[src/rtl/vseq_pkg.sv]
package vseq_pkg;
  parameter int unsigned REG_W = 7;
  localparam int unsigned NOPND = 3;

  typedef struct packed {
    logic [REG_W-1:0] base;
    logic             vec;
  } opnd_t;

  typedef enum logic {
    ST_IDLE = 1'b0,
    ST_RUN  = 1'b1
  } st_e;
endpackage

[src/rtl/vl_reg.sv]
module vl_reg #(
  parameter int unsigned MAX_VL = 64,
  parameter int unsigned LEN_W  = 7
) (
  input  logic             clk_i,
  input  logic             rst_ni,
  input  logic             set_i,
  input  logic [LEN_W-1:0] len_i,
  output logic [LEN_W-1:0] vl_o
);
  localparam logic [LEN_W-1:0] MAX_L = LEN_W'(MAX_VL);

  logic [LEN_W-1:0] vl_q, vl_d;

  always_comb vl_d = (len_i > MAX_L) ? MAX_L : len_i;

  always_ff @(posedge clk_i or negedge rst_ni) begin
    if (!rst_ni)    vl_q <= '0;
    else if (set_i) vl_q <= vl_d;
  end

  assign vl_o = vl_q;


  vl_range_chk: assert property (@(posedge clk_i) disable iff (!rst_ni)
    vl_o <= MAX_L);


  vl_keep_chk: assert property (@(posedge clk_i) disable iff (!rst_ni)
    !set_i |=> $stable(vl_o));
endmodule

[src/rtl/opnd_unit.sv]
module opnd_unit import vseq_pkg::*; #(
  parameter int unsigned IDX_W = 7
) (
  input  logic             clk_i,
  input  logic             rst_ni,
  input  logic             load_i,
  input  opnd_t            opnd_i,
  input  logic             run_i,
  input  logic             adv_i,
  input  logic [IDX_W-1:0] idx_i,
  output logic [REG_W-1:0] reg_o,
  output logic             ovf_o
);
  localparam int unsigned SUM_W = ((IDX_W > REG_W) ? IDX_W : REG_W) + 1;

  opnd_t            opnd_q;
  logic [SUM_W-1:0] sum;

  always_ff @(posedge clk_i or negedge rst_ni) begin
    if (!rst_ni)     opnd_q <= '0;
    else if (load_i) opnd_q <= opnd_i;
  end

  // vector operands step with the element index
  always_comb begin
    sum = SUM_W'(opnd_q.base);
    if (opnd_q.vec) sum = sum + SUM_W'(idx_i);
  end

  assign reg_o = sum[REG_W-1:0];
  assign ovf_o = |sum[SUM_W-1:REG_W];


  scalar_hold_chk: assert property (@(posedge clk_i) disable iff (!rst_ni)
    run_i && $past(run_i) && !opnd_q.vec && !$past(load_i) |-> $stable(reg_o));


  vec_step_chk: assert property (@(posedge clk_i) disable iff (!rst_ni)
    adv_i && opnd_q.vec |=> reg_o == REG_W'($past(reg_o) + 1'b1));
endmodule

[src/rtl/seq_ctrl.sv]
module seq_ctrl import vseq_pkg::*; #(
  parameter int unsigned LEN_W = 7
) (
  input  logic             clk_i,
  input  logic             rst_ni,
  input  logic             op_valid_i,
  input  logic [LEN_W-1:0] vl_i,
  input  logic             any_ovf_i,
  input  logic             elem_ready_i,
  output logic             op_ready_o,
  output logic             load_o,
  output logic             run_o,
  output logic             adv_o,
  output logic [LEN_W-1:0] idx_o,
  output logic             elem_valid_o,
  output logic             done_o,
  output logic             err_o
);
  st_e              st_q;
  logic [LEN_W-1:0] idx_q, len_q;
  logic             done_q, err_q;
  logic             fire, last;

  assign op_ready_o   = (st_q == ST_IDLE);
  assign run_o        = (st_q == ST_RUN);
  assign load_o       = op_ready_o && op_valid_i;
  assign elem_valid_o = run_o && !any_ovf_i;
  assign fire         = elem_valid_o && elem_ready_i;
  assign last         = (idx_q == len_q - 1'b1);
  assign adv_o        = fire && !last;
  assign idx_o        = idx_q;
  assign done_o       = done_q;
  assign err_o        = err_q;

  always_ff @(posedge clk_i or negedge rst_ni) begin
    if (!rst_ni) begin
      st_q   <= ST_IDLE;
      idx_q  <= '0;
      len_q  <= '0;
      done_q <= 1'b0;
      err_q  <= 1'b0;
    end else begin
      done_q <= 1'b0;
      err_q  <= 1'b0;
      unique case (st_q)
        ST_IDLE: begin
          if (op_valid_i) begin
            len_q <= vl_i;
            idx_q <= '0;
            if (vl_i == '0) done_q <= 1'b1;
            else            st_q   <= ST_RUN;
          end
        end
        ST_RUN: begin
          if (any_ovf_i) begin
            err_q <= 1'b1;
            st_q  <= ST_IDLE;
          end else if (fire) begin
            if (last) begin
              done_q <= 1'b1;
              st_q   <= ST_IDLE;
            end else begin
              idx_q <= idx_q + 1'b1;
            end
          end
        end
        default: st_q <= ST_IDLE;
      endcase
    end
  end


  hold_chk: assert property (@(posedge clk_i) disable iff (!rst_ni)
    elem_valid_o && !elem_ready_i |=> elem_valid_o && $stable(idx_o));


  idx_step_chk: assert property (@(posedge clk_i) disable iff (!rst_ni)
    adv_o |=> idx_o == LEN_W'($past(idx_o) + 1'b1));


  zero_len_chk: assert property (@(posedge clk_i) disable iff (!rst_ni)
    load_o && (vl_i == '0) |=> done_o && !elem_valid_o);


  done_idle_chk: assert property (@(posedge clk_i) disable iff (!rst_ni)
    done_o |-> op_ready_o && !err_o);


  err_quiet_chk: assert property (@(posedge clk_i) disable iff (!rst_ni)
    err_o |-> op_ready_o && !elem_valid_o);


  busy_chk: assert property (@(posedge clk_i) disable iff (!rst_ni)
    elem_valid_o |-> !op_ready_o);
endmodule

[src/rtl/vec_elem_seq.sv]
module vec_elem_seq import vseq_pkg::*; #(
  parameter  int unsigned MAX_VL = 64,
  localparam int unsigned LEN_W  = $clog2(MAX_VL + 1)
) (
  input  logic             clk_i,
  input  logic             rst_ni,
  input  logic             setvl_valid_i,
  input  logic [LEN_W-1:0] setvl_len_i,
  input  logic             op_valid_i,
  output logic             op_ready_o,
  input  logic [REG_W-1:0] rd_base_i,
  input  logic             rd_vec_i,
  input  logic [REG_W-1:0] ra_base_i,
  input  logic             ra_vec_i,
  input  logic [REG_W-1:0] rb_base_i,
  input  logic             rb_vec_i,
  output logic             elem_valid_o,
  input  logic             elem_ready_i,
  output logic [LEN_W-1:0] elem_idx_o,
  output logic [REG_W-1:0] elem_rd_o,
  output logic [REG_W-1:0] elem_ra_o,
  output logic [REG_W-1:0] elem_rb_o,
  output logic             done_o,
  output logic             err_o
);
  logic [LEN_W-1:0] vl;
  logic             load, run, adv;
  logic [LEN_W-1:0] idx;
  opnd_t            opnd_in [NOPND];
  logic [REG_W-1:0] regs    [NOPND];
  logic [NOPND-1:0] ovf;

  assign opnd_in[0] = '{base: rd_base_i, vec: rd_vec_i};
  assign opnd_in[1] = '{base: ra_base_i, vec: ra_vec_i};
  assign opnd_in[2] = '{base: rb_base_i, vec: rb_vec_i};

  vl_reg #(.MAX_VL(MAX_VL), .LEN_W(LEN_W)) u_vl (
    .clk_i  (clk_i),
    .rst_ni (rst_ni),
    .set_i  (setvl_valid_i),
    .len_i  (setvl_len_i),
    .vl_o   (vl)
  );

  for (genvar g = 0; g < NOPND; g++) begin : g_opnd
    opnd_unit #(.IDX_W(LEN_W)) u_opnd (
      .clk_i  (clk_i),
      .rst_ni (rst_ni),
      .load_i (load),
      .opnd_i (opnd_in[g]),
      .run_i  (run),
      .adv_i  (adv),
      .idx_i  (idx),
      .reg_o  (regs[g]),
      .ovf_o  (ovf[g])
    );
  end

  seq_ctrl #(.LEN_W(LEN_W)) u_ctrl (
    .clk_i        (clk_i),
    .rst_ni       (rst_ni),
    .op_valid_i   (op_valid_i),
    .vl_i         (vl),
    .any_ovf_i    (|ovf),
    .elem_ready_i (elem_ready_i),
    .op_ready_o   (op_ready_o),
    .load_o       (load),
    .run_o        (run),
    .adv_o        (adv),
    .idx_o        (idx),
    .elem_valid_o (elem_valid_o),
    .done_o       (done_o),
    .err_o        (err_o)
  );

  assign elem_idx_o = idx;
  assign elem_rd_o  = regs[0];
  assign elem_ra_o  = regs[1];
  assign elem_rb_o  = regs[2];
endmodule

[config.mk]
export PLATFORM = sky130hd
export DESIGN_NAME = vec_elem_seq
export DESIGN_NICKNAME = d
export VERILOG_FILES = /design/src/rtl/vseq_pkg.sv /design/src/rtl/vl_reg.sv /design/src/rtl/opnd_unit.sv /design/src/rtl/seq_ctrl.sv /design/src/rtl/vec_elem_seq.sv
export SDC_FILE = /design/constraint.sdc
export NUM_CORES = 1
export LEC_CHECK = 0
export BUFFER_PORTS_ARGS = -buffer_cell sky130_fd_sc_hd__buf_2
export CAP_MARGIN = 10
export CORE_MARGIN = 2
export CORE_UTILIZATION = 53
export CTS_CLUSTER_DIAMETER = 120
export DETAILED_ROUTE_END_ITERATION = 7
export PLACE_DENSITY = 0.76
export SLEW_MARGIN = 20
export SYNTH_ARGS = -nofsm -noshare
export SYNTH_HDL_FRONTEND = slang
export SYNTH_HIERARCHICAL = 1
export SYNTH_SLANG_ARGS = --single-unit
[constraint.sdc]
create_clock -name clk_i -period 4.11 [get_ports clk_i]
set_input_delay 0.6165 -clock clk_i [delete_from_list [all_inputs] [get_ports clk_i]]
set_output_delay 0.6165 -clock clk_i [all_outputs]
set_load 0.02 [all_outputs]
==> impl_results.md <==
* Status: complete, no violations
* Die Wd at 83.8 um
* WS Path Type: register to primary output
* CP startpoint kind: register
* Fin. Hold Viols at 0
* Syn Nets at 384
* Avg Cell Area, Syn at 10.5 um^2
* Max Slew Vio Count at 0
* Total CTS buffers at 5
* Most common cell after layout, fill and taps aside: buf_2
* Worst hold path type: input port to async pin
* Ratio of cells with drive above 1 in the final layout at 0.344
* Placer Congestion at 0.846
* Area growth syn-to-layout at 14.7%
* Arrival time worst endpoint at 2.73 ns
* Crit-path slowest cell: dfrtp_1
* Setup TNS at 0 ns
* Pin count of the biggest net entering global routing at 49
* Root buf cell: clkbuf_8
* Vias/cell at 5.73
* Minimum clock period at 3.35 ns
* Worst-path cell chain: ha_1 -> a211oi_1 -> o21ai_0 -> nor3_1 -> nor2_1 -> or3_1 -> nor2b_1 -> buf_2
* Tightest Pin Transition at 0.630 ns
* Ant diodes at 0
* Initial Util at 0.540
* GRT Residual Overflow at 0
* GRT Overall Usage at 0.216
* Die area at 7020 um^2
* WL per Instance at 15.6 um
* Commonest cells after routing, fill and taps aside: buf_2 (66), dfrtp_1 (48), mux2_2 (38)
* Post-CTS setup buffers at 0
* Core Region at 6240 um^2
* Fin crit share at 0.815
* Clock Latency Late Sink at 0.31 ns
* Post-DP HPWL at 5.37 mm
* Met2 Usage GRT at 0.377
* Hold-fix buffers, CTS at 0
* Die height at 83.8 um
* Vias at 2674
* Initial DRC count at 137
* Gate count of the mapped netlist at 322
* Final core occ at 0.619
* CP peak stage delay at 0.65 ns
* DRT Pass-1 Iters at 4
* First-pass GRT wire length at 12.5 mm
* H-tree depth at 2
* Row count at 29
* Worst EP required at 3.49 ns
* CP Launch Point: u_ctrl/idx_o[1]
* Final setup viols at 0
* Critical path peak fanout at 11
* RSZ-0062 raised after global routing: no
* Cell family with most CP delay: simple AND/OR/NAND/NOR gates
* Post-Syn Area at 3370 um^2
* Worst setup margin at 0.762 ns
* Boundary Pins at 68
* Endpoint type of the worst setup path: primary output
* Maxcap violations at 0
* Post-route ant nets at 0
* GR met1 Demand/Resource at 0.286
* Dpl ws at 1.10 ns
* Buf+Inv Stages, Crit Path at 1
* Clk sinks at 48
* Max_slew headroom at 0.580
* Max Clock Skew at 0.0122 ns
* Post-cts resize count at 0
* Port bufs at 67
* Number of global-route vias before repair at 2657
* Synth Warn # at 6
* DRC at 0
* Clock tree buffer depth at 2
* FF-to-FF Start: u_ctrl/idx_o[1]
* Max Fclk at 0.299 GHz
* Clock transition at path regs at 0.09 ns
* Nets@finish at 451
* Busiest layer in global routing: met2
* DRT Wirelength at 7.27 mm
* Placed instance count at 459
* M3 GR Usage at 0.0336
* Initial antenna violation count at 0
* CTS tree: yes
* Fin cells at 467
## registers in the layout, indices dropped and copies added (netlist names)
| register | cells |
|---|---|
| u_ctrl/run_o | 1 |
| u_ctrl/done_o | 1 |
| g_opnd.u_opnd/opnd_q | 24 |
| u_ctrl/len_q | 7 |
| u_ctrl/idx_o | 7 |
| u_vl/vl_o | 7 |
| u_ctrl/err_o | 1 |
## metal layers
metal	vias to the layer above	part of all wire
met2	76	0.49
met4	0	0.0084
met3	5	0.047
met5	-	0
li1	1318	-
met1	1275	0.45
## through the flow
| step | hold WS [ns] | cell area, um^2 |
|---|---|---|
| 3_5_place_dp | 0.524 | 3770 |
| 3_3_place_gp | 0.514 | 3770 |
| 6_report | 0.297 | 3870 |
| 5_1_grt | 0.355 | 3870 |
| 2_1_floorplan | 0.321 | 3370 |
| 4_1_cts | 0.509 | 3860 |
## area by class of cell
class	count	area, um^2
Fill cell	550	2370
Multi-Input combinational cell	242	2040
Sequential cell	48	1200
Timing Repair Buffer	68	345
Tap cell	77	96.3
Inverter	24	90.1
Clock buffer	7	86.3
Clock inverter	1	7.51
## worst paths after layout
kind | depth (start not counted) | end | slack, ns
worst max-delay path | 8 | elem_valid_o | 0.76
worst min-delay path | 1 | g_opnd[1].u_opnd/opnd_q[5] | 0.30
worst max register to register | 11 | u_ctrl/idx_o[5] | 1.02
worst min register to register | 1 | u_ctrl/len_q[6] | 0.54
max in group asynchronous | 1 | u_ctrl/idx_o[3] | 3.35
min in group clk_i | 3 | g_opnd[0].u_opnd/opnd_q[2] | 0.51
Power is not shown: default switching activity piles up to over one toggle a cycle in this logic, so the estimate is an artifact.
